--- src/rtl/e1ovl_pkg.sv ---
// Package: shared constants for the E1 transmit overlay.
// Assumes MSB-first bit order within a timeslot (index 0 = bit 1).
package e1ovl_pkg;
    localparam logic [7:0] IDLE_CODE   = 8'b1101_0101;
    localparam int         CAS_SLOT    = 16;
    localparam int         ALIGN_SLOT  = 0;
    localparam int         CAS_FRAME   = 0;
    // bit positions inside the rebuilt signalling slot
    localparam int         ALIGN_LAST  = 3;
    localparam int         POS_SPARE_A = 4;
    localparam int         POS_ALARM   = 5;
    localparam int         POS_SPARE_B = 6;
    localparam int         POS_SPARE_C = 7;
    // field positions inside the control byte
    localparam int         CTL_SPARE_A = 0;
    localparam int         CTL_SPARE_B = 1;
    localparam int         CTL_SPARE_C = 2;
    localparam int         CTL_ALARM   = 3;
    localparam int         CTL_USED    = 4;
endpackage

--- src/rtl/e1ovl_cfg_hold.sv ---
// Module: e1ovl_cfg_hold
// Holds a configuration word for the length of one timeslot. At the
// boundary (bit index 0) the live word is used directly and captured.
// For the remaining bit positions the captured copy is used.
// Assumes: boundary is high exactly once per timeslot, on its first bit.
module e1ovl_cfg_hold #(
    parameter int W = 8
) (
    input  logic         clk,
    input  logic         rst_n,
    input  logic         boundary,
    input  logic [W-1:0] live,
    output logic [W-1:0] eff
);
    logic [W-1:0] shadow_q;

    // capture the live word on each timeslot boundary
    always_ff @(posedge clk) begin
        if (!rst_n)
            shadow_q <= '0;
        else if (boundary)
            shadow_q <= live;
    end

    // boundary uses the fresh value, the rest of the slot uses the capture
    always_comb begin
        eff = boundary ? live : shadow_q;
    end

    // the effective word never changes inside a timeslot
    a_r10_cfg_steady: assert property (@(posedge clk) disable iff (!rst_n)
        ($past(rst_n) && !boundary) |-> (eff == $past(eff)));
endmodule

--- src/rtl/e1ovl_sig_slot.sv ---
// Module: e1ovl_sig_slot
// Gives the bit to send at one position of the rebuilt signalling slot:
// the four-zero alignment word, three spare bits and the alarm bit.
// Assumes: bit_idx is the MSB-first position within the timeslot.
module e1ovl_sig_slot
    import e1ovl_pkg::*;
#(
    parameter int BW = 3
) (
    input  logic [BW-1:0]       bit_idx,
    input  logic [CTL_USED-1:0] ctl,
    input  logic                from_reg,
    input  logic                ext_bit,
    output logic                sig_bit
);
    logic spare_a, spare_b, spare_c;

    // choose register or external source for each spare bit
    always_comb begin
        spare_a = from_reg ? ctl[CTL_SPARE_A] : ext_bit;
        spare_b = from_reg ? ctl[CTL_SPARE_B] : ext_bit;
        spare_c = from_reg ? ctl[CTL_SPARE_C] : ext_bit;
    end

    // map the position to the alignment, spare or alarm bit
    always_comb begin
        if (int'(bit_idx) <= ALIGN_LAST)
            sig_bit = 1'b0;
        else if (int'(bit_idx) == POS_SPARE_A)
            sig_bit = spare_a;
        else if (int'(bit_idx) == POS_ALARM)
            sig_bit = ctl[CTL_ALARM];
        else if (int'(bit_idx) == POS_SPARE_B)
            sig_bit = spare_b;
        else if (int'(bit_idx) == POS_SPARE_C)
            sig_bit = spare_c;
        else
            sig_bit = 1'b0;
    end
endmodule

--- src/rtl/e1ovl_idle_sel.sv ---
// Module: e1ovl_idle_sel
// Decides whether the current timeslot is forced to idle code and which
// idle bit goes with the current position. Timeslots 0 and 16 are exempt.
// Assumes: slot_idx < NUM_SLOTS.
module e1ovl_idle_sel
    import e1ovl_pkg::*;
#(
    parameter int NUM_SLOTS = 32,
    parameter int SW        = 5,
    parameter int BW        = 3
) (
    input  logic [SW-1:0]        slot_idx,
    input  logic [BW-1:0]        bit_idx,
    input  logic [NUM_SLOTS-1:0] mask,
    output logic                 force_idle,
    output logic                 idle_bit
);
    localparam int CODE_MSB = 7;
    logic [NUM_SLOTS-1:0] eligible;

    // per-slot eligibility: mask bit set and slot not protected
    genvar k;
    generate
        for (k = 0; k < NUM_SLOTS; k++) begin : g_slot
            if (k == ALIGN_SLOT || k == CAS_SLOT) begin : g_prot
                assign eligible[k] = 1'b0;
            end else begin : g_open
                assign eligible[k] = mask[k];
            end
        end
    endgenerate

    // pick this slot's flag and the MSB-first idle bit
    always_comb begin
        force_idle = eligible[slot_idx];
        idle_bit   = IDLE_CODE[CODE_MSB - int'(bit_idx)];
    end
endmodule

--- src/rtl/e1_ts_overlay.sv ---
// Module: e1_ts_overlay (top)
// Bit-serial E1 transmit overlay. It rebuilds timeslot 16 of frame 0 in
// associated-signalling mode, forces masked timeslots to idle code, and
// passes all other bits through. The output is registered (latency 1).
// Priority: signalling slot, then idle, then payload.
// Assumes: the counters step like a framer's (bit index 0..7 in order).
module e1_ts_overlay
    import e1ovl_pkg::*;
#(
    parameter int NUM_SLOTS  = 32,
    parameter int SLOT_BITS  = 8,
    parameter int NUM_FRAMES = 16,
    parameter int CTL_W      = 8
) (
    input  logic                          clk,
    input  logic                          rst_n,
    input  logic [$clog2(NUM_FRAMES)-1:0] frame_idx,
    input  logic [$clog2(NUM_SLOTS)-1:0]  slot_idx,
    input  logic [$clog2(SLOT_BITS)-1:0]  bit_idx,
    input  logic                          ser_in,
    input  logic                          ext_xbit,
    input  logic                          ccs_mode,
    input  logic                          xbit_reg_sel,
    input  logic [CTL_W-1:0]              xreg,
    input  logic [NUM_SLOTS-1:0]          idle_mask,
    output logic                          ser_out
);
    localparam int SW     = $clog2(NUM_SLOTS);
    localparam int BW     = $clog2(SLOT_BITS);
    localparam int CFG_W  = 2 + CTL_USED + NUM_SLOTS;

    logic                  boundary;
    logic [CFG_W-1:0]      cfg_live, cfg_eff;
    logic                  ccs_eff, sel_eff;
    logic [CTL_USED-1:0]   ctl_eff;
    logic [NUM_SLOTS-1:0]  mask_eff;
    logic                  in_sig_slot, sig_bit, force_idle, idle_bit;
    logic                  nxt_bit;
    logic                  xreg_rsvd_unused;

    // reserved control bits are deliberately ignored
    assign xreg_rsvd_unused = ^xreg[CTL_W-1:CTL_USED];

    // pack live settings so one holder covers them all
    always_comb begin
        boundary = (bit_idx == '0);
        cfg_live = {ccs_mode, xbit_reg_sel, xreg[CTL_USED-1:0], idle_mask};
        {ccs_eff, sel_eff, ctl_eff, mask_eff} = cfg_eff;
    end

    e1ovl_cfg_hold #(.W(CFG_W)) u_hold (
        .clk      (clk),
        .rst_n    (rst_n),
        .boundary (boundary),
        .live     (cfg_live),
        .eff      (cfg_eff)
    );

    e1ovl_sig_slot #(.BW(BW)) u_sig (
        .bit_idx  (bit_idx),
        .ctl      (ctl_eff),
        .from_reg (sel_eff),
        .ext_bit  (ext_xbit),
        .sig_bit  (sig_bit)
    );

    e1ovl_idle_sel #(.NUM_SLOTS(NUM_SLOTS), .SW(SW), .BW(BW)) u_idle (
        .slot_idx   (slot_idx),
        .bit_idx    (bit_idx),
        .mask       (mask_eff),
        .force_idle (force_idle),
        .idle_bit   (idle_bit)
    );

    // priority select between signalling, idle and payload
    always_comb begin
        in_sig_slot = !ccs_eff && (int'(frame_idx) == CAS_FRAME)
                      && (int'(slot_idx) == CAS_SLOT);
        if (in_sig_slot)
            nxt_bit = sig_bit;
        else if (force_idle)
            nxt_bit = idle_bit;
        else
            nxt_bit = ser_in;
    end

    // output register, cleared in reset
    always_ff @(posedge clk) begin
        if (!rst_n)
            ser_out <= 1'b0;
        else
            ser_out <= nxt_bit;
    end

    // alignment positions are zero
    a_r2_align_zero: assert property (@(posedge clk) disable iff (!rst_n)
        (!ccs_mode && boundary && frame_idx == '0 && int'(slot_idx) == CAS_SLOT)
        |=> (ser_out == 1'b0));
    // alarm position follows the held alarm control
    a_r3_alarm_bit: assert property (@(posedge clk) disable iff (!rst_n)
        (in_sig_slot && int'(bit_idx) == POS_ALARM)
        |=> (ser_out == $past(ctl_eff[CTL_ALARM])));
    // external spare bit sampled on the emitting edge
    a_r5_ext_spare: assert property (@(posedge clk) disable iff (!rst_n)
        (in_sig_slot && !sel_eff && int'(bit_idx) == POS_SPARE_A)
        |=> (ser_out == $past(ext_xbit)));
    // common-channel mode leaves timeslot 16 alone
    a_r6_ccs_pass: assert property (@(posedge clk) disable iff (!rst_n)
        (ccs_eff && int'(slot_idx) == CAS_SLOT) |=> (ser_out == $past(ser_in)));
    // timeslot 0 is always payload
    a_r8_ts0_pass: assert property (@(posedge clk) disable iff (!rst_n)
        (int'(slot_idx) == ALIGN_SLOT) |=> (ser_out == $past(ser_in)));
endmodule

--- config.mk ---
export PLATFORM = sky130hd
export DESIGN_NAME = e1_ts_overlay
export DESIGN_NICKNAME = d
export VERILOG_FILES = /design/src/rtl/e1ovl_pkg.sv /design/src/rtl/e1ovl_cfg_hold.sv /design/src/rtl/e1ovl_sig_slot.sv /design/src/rtl/e1ovl_idle_sel.sv /design/src/rtl/e1_ts_overlay.sv
export SDC_FILE = /design/constraint.sdc
export NUM_CORES = 1
export LEC_CHECK = 0
export BUFFER_PORTS_ARGS = -buffer_cell sky130_fd_sc_hd__buf_4
export CAP_MARGIN = 5
export CORE_MARGIN = 3
export CORE_UTILIZATION = 55
export CTS_CLUSTER_DIAMETER = 40
export DETAILED_ROUTE_END_ITERATION = 7
export HOLD_SLACK_MARGIN = 0.12
export PLACE_DENSITY = 0.85
export SYNTH_ARGS = -nofsm -noshare
export SYNTH_HDL_FRONTEND = slang
export SYNTH_SLANG_ARGS = --single-unit
--- constraint.sdc ---
create_clock -name clk -period 4.35 [get_ports clk]
set_clock_uncertainty 0.2 [all_clocks]
set_input_delay 0.6525 -clock clk [delete_from_list [all_inputs] [get_ports clk]]
set_output_delay 0.6525 -clock clk [all_outputs]
set_load 0.02 [all_outputs]
# [Yosys cells after proc, flatten, opt, wreduce, memory -nomap -nowiden]
# Memory sizes are Yosys's and may differ from the RTL's.
# Index checks and enable logic that the tools add are counted.
[totals] reg_bits=39 latch_bits=0 ram_bits=0 romBits=8 out_inout_bits=1 wordCells=33 mem_count=1
[memory_table] memory="(no name shown)" words=8 width=1 read_ports=1 rd_ports_with_merged_regs=0 wr=0 line="e1ovl_idle_sel.sv:36" source="idle_bit = IDLE_CODE[CODE_MSB - int'(bit_idx)];"
[op_classes] n_addsub=1 mul=0 div_mod_pow=0 order_cmp=3 n_eq_ne=5 n_shift=0 n_mux=15 n_bitwise=0 reduce_logical=5
[op_table] operator="38-bit two-way mux" count=1
[op_table] operator="32-bit by 5-bit less-than comparator with 1-bit output, second input constant" count=1
[op_table] operator="1-bit two-way mux" count=13
[op_table] operator="3-bit == test, second input constant" count=2
[op_table] operator="5-bit by 6-bit less-than comparator with 1-bit output, second input constant" count=1
[op_table] operator="1-bit binary-select mux with 5-bit select" count=1
[op_table] operator="5-bit == test, second input constant" count=1
[op_table] operator="4-bit zero test" count=1
[op_table] operator="3-bit by 3-bit subtractor with 4-bit output, first input constant" count=1
[op_table] operator="3-bit by 1-bit == test with 1-bit output, second input constant" count=1
[op_table] operator="3-bit by 2-bit == test with 1-bit output, second input constant" count=1
[op_table] operator="3-bit by 2-bit less-or-equal comparator with 1-bit output, second input constant" count=1
[op_table] operator="3-bit zero test" count=1
[op_table] operator="1-bit logical AND" count=2
[op_table] operator="1-bit zero test" count=1

# [Logic depth before layout (Yosys ltp)]
[depth] ltp_word=9 depth_mapped=9

# [By module]
# From an unflattened synthesis, not the netlist that was laid out.
[hier_totals] cells_unflattened=166 area_unflattened_um2=1998.2
[modules_own_cells] mod="e1ovl_cfg_hold" n_inst=1 cells_per_inst=122 area_per_inst_um2=1555.2 seq_area_each_um2=760.7
[modules_own_cells] mod="e1ovl_idle_sel" n_inst=1 cells_per_inst=25 area_per_inst_um2=297.8 seq_area_each_um2=0.0
[modules_own_cells] mod="e1_ts_overlay" n_inst=1 cells_per_inst=9 area_per_inst_um2=86.3 seq_area_each_um2=20.0
[modules_own_cells] mod="e1ovl_sig_slot" n_inst=1 cells_per_inst=10 area_per_inst_um2=58.8 seq_area_each_um2=0.0

# [Worst setup path after synthesis]
# OpenSTA, ideal clock, no wires.
[synth_path] kind="input -> register" start="input port bit_idx[1]" end="register ser_out" setup_ps=123 arrival_time_ps=2328 slack_ps=1699 cell_stages=9 cell_sequence="nor3_2 > buf_6 > buf_4 > mux4_2 > mux2i_1 > a22oi_1 > a22oi_2 > mux2i_1 > o22ai_1"
[synth_via] elab_chain_cells=9 word_cells_on_any_way=26 cone_classes="add/sub: 1; order compare: 1; eq/ne: 4; mux: 15; reduce/logical: 4; memory: 1"
[synth_lines] element="from (decl)" line="e1_ts_overlay.sv:19" source="input logic [$clog2(SLOT_BITS)-1:0] bit_idx,"
[synth_lines] element="parallel branches: the longest is 8 deep, another holds 3-bit by 3-bit subtractor with 4-bit output"
[synth_lines] element="1-bit two-way mux *" line="e1_ts_overlay.sv:79" source="if (in_sig_slot)"
[synth_lines] element="to (signal assigned)" line="e1_ts_overlay.sv:92" source="ser_out <= nxt_bit;"
[synth_lines] element="to (decl)" line="e1_ts_overlay.sv:26" source="output logic ser_out"
# Mark *: on every way between the ends. The select of a mux whose other input is x is not followed.
# A chain may end at the register's enable or synchronous reset.

# [Final worst setup path]
# Same ends and word-level chain as after synthesis.

==> impl_metrics.env <==
export IMPL_outcome="finished, final reports clean"
export IMPL_r2r_end="ser_out$_SDFF_PN0_"
export IMPL_power_leakage_nw=0.957
export IMPL_insertedDiodeCount=0
export IMPL_synth_simple_area_share=0.190
export IMPL_worstHoldPathType="reg -> reg"
export IMPL_drtIter0Drc=94
export IMPL_drive_gt1_frac=0.295
export IMPL_postRouteAntennaNets=0
export IMPL_nNetsFinal=316
export IMPL_grt_busiest_layer="met2"
export IMPL_cp_arrival_ns=2.77
export IMPL_reg2reg_slack_ns=2.43
export IMPL_synth_area_um2=1960
export IMPL_hpwl_um=3060
export IMPL_synthXorXnorAreaFrac=0
export IMPL_cap_violations=0
export IMPL_overflow=0
export IMPL_ctsResizeCount=0
export IMPL_grtUsageMet1=0.262
export IMPL_die_w_um=65.7
export IMPL_clk_pin_slew_ns=0.11
export IMPL_core_region_area_um2=3390
export IMPL_finalHoldViolCount=0
export IMPL_vdd_drop_max_v=0.000200
export IMPL_cts_htree_levels=2
export IMPL_root_buffer="clkbuf_4"
export IMPL_yosysWarnings=0
export IMPL_start_util=0.577
export IMPL_holdBufCountCts=0
export IMPL_antenna_found_initial=0
export IMPL_synth_adder_area_share=0
export IMPL_cts_buffer_depth=2
export IMPL_crit_top_cell="mux2i_1"
export IMPL_worstSetupPathType="in -> reg"
export IMPL_final_common_cell="nand2_1"
export IMPL_stdcell_area_um2=2420
export IMPL_place_congestion=0.797
export IMPL_cp_required_ns=4.39
export IMPL_std_cell_rows=21
export IMPL_total_power_mw=0.660
export IMPL_critical_path_peak_fanout=43
export IMPL_vias_per_cell=5.43
export IMPL_hold_path_startpoint="u_hold.shadow_q[27]$_SDFF_PN0_"
export IMPL_area_growth_synth_to_final_pct=23.6
export IMPL_dieArea_um2=4310
export IMPL_rsz0062_at_grt="no"
export IMPL_final_cell_mix="nand2_1, buf_4, dfxtp_1"
export IMPL_insertion_delay_ns=0.34
export IMPL_grt_use_total=0.213
export IMPL_synth_seq_area_share=0.379
export IMPL_synthMuxAreaShare=0.224
export IMPL_endpoint_kind="flip-flop"
export IMPL_clock_sinks=37
export IMPL_max_freq_mhz=365
export IMPL_slowest_delay_ns=0.53
export IMPL_grtUsageMet2=0.358
export IMPL_num_io_pins=59
export IMPL_grt_use_met3=0.0564
export IMPL_synth_compound_area_frac=0.168
export IMPL_syn_nets=270
export IMPL_crit_slowest_cell="mux4_2"
export IMPL_period_minus_slack_ns=2.74
export IMPL_hold_depth=2
export IMPL_cp_cell_sequence="buf_4 > nor3_4 > buf_12 > mux4_2 > mux2i_1 > a2111oi_0 > a22oi_2 > mux2i_1 > o22ai_1"
export IMPL_synth_cell_types=27
export IMPL_slew_headroom=0.671
export IMPL_grt_pass1_vias=1577
export IMPL_hold_end="u_hold.shadow_q[27]$_SDFF_PN0_"
export IMPL_cts_setup_buffers=0
export IMPL_grt_max_degree=44
export IMPL_cp_start_kind="primary input"
export IMPL_synthCells=212
export IMPL_wirelength_um=4210
export IMPL_rr_startpoint="u_hold.shadow_q[26]$_SDFF_PN0_"
export IMPL_cts_buffers=5
export IMPL_placed_area_um2=2360
export IMPL_fp_dieH_um=65.7
export IMPL_r2r_cells=6
export IMPL_synth_seq_cells=37
export IMPL_grt_first_pass_wirelength_um=6940
export IMPL_setup_tns_final_ns=0
export IMPL_p_per_area_nw_per_um2=273
export IMPL_final_util=0.714
export IMPL_numPortBuffers=52
export IMPL_slew_viol_final=0
export IMPL_drt_pass1_iterations=4
export IMPL_fin_crit_sh=0.630
export IMPL_cts_tree="yes"
export IMPL_synth_top_family_by_area="multiplexers"
export IMPL_routedWlPerCell_um=13.9
export IMPL_syn_avg_cell_area_um2=9.23
export IMPL_drc=0
export IMPL_num_vias=1651
export IMPL_worst_pin_slew_ns=0.481
export IMPL_setup_violations_final=0
## logic make-up after synthesis
family                 count (synthesis)
AO/OA/AOI/OAI                         44
AND/OR/NAND/NOR                       89
flip-flops                            37
multiplexers                          26
buffers and inverters                 16
## Yosys cell counts
master,n,area (µm²)
a21boi_1,32,240
o21ai_0,2,10.0
o21bai_1,1,7.51
nor3_2,1,10.0
nor2b_1,4,25.0
mux4_2,14,315
nor4_1,1,6.26
dfxtp_1,37,741
mux2_1,2,22.5
nand4_1,1,6.26
nand2_1,70,263
or4_1,1,7.51
a22oi_2,1,12.5
buf_6,2,22.5
a21oi_1,2,10.0
a2111oi_1,1,10.0
and2_1,3,18.8
a22oi_1,3,22.5
or3_1,2,12.5
a2111oi_0,1,8.76
o22ai_1,1,6.26
mux2i_1,10,100
nor2_1,6,22.5
inv_1,1,3.75
buf_4,1,7.51
clkbuf_1,9,33.8
buf_1,3,11.3
## flip-flops by register name (all words and copies together) (netlist names)
name	flops
ser_out	1
u_hold.shadow_q	36
## stage by stage
| stage | std cells | hold slack (ns) | worst slack (ns) |
|---|---|---|---|
| after floorplan | 212 | 0.232 | 1.70 |
| after global placement | 297 | 0.237 | 1.24 |
| after detailed placement | 297 | 0.242 | 1.24 |
| after CTS | 304 | 0.257 | 1.59 |
| after global routing | 304 | 0.271 | 1.51 |
| final | 304 | 0.257 | 1.61 |
## report_power, final
part           internal, mW  switching (mW)
Sequential            0.350         0.00522
Clock                0.0763           0.109
Combinational        0.0674          0.0510
Total                 0.494           0.166
## per-layer routing
metal | share of wire | vias up
li1 | - | 832
met1 | 0.45 | 776
met5 | 0 | -
met3 | 0.044 | 7
met2 | 0.49 | 36
met4 | 0.014 | 0
## cell type report
cell class / instances / area (µm²)
Multi-Input combinational cell: 159 / 1140
Tap cell: 46 / 57.6
Inverter: 1 / 3.75
Clock buffer: 7 / 55.1
Timing Repair Buffer: 54 / 418
Fill cell: 281 / 971
Sequential cell: 37 / 741
## worst max path at each step
stage | start | to
global placement | bit_idx[1] | ser_out$_SDFF_PN0_
detailed placement | bit_idx[1] | ser_out$_SDFF_PN0_
CTS | bit_idx[1] | ser_out$_SDFF_PN0_
global route | bit_idx[1] | ser_out$_SDFF_PN0_
finish | bit_idx[1] | ser_out$_SDFF_PN0_
floorplan | bit_idx[1] | ser_out$_SDFF_PN0_
## critical path, delay by kind of cell
kind	cells	cell delay [ns]
compound gates	3	0.43
buf+inv	2	0.41
mux	3	0.93
simple gates	1	0.32
Power figures use the tool's default switching activity.
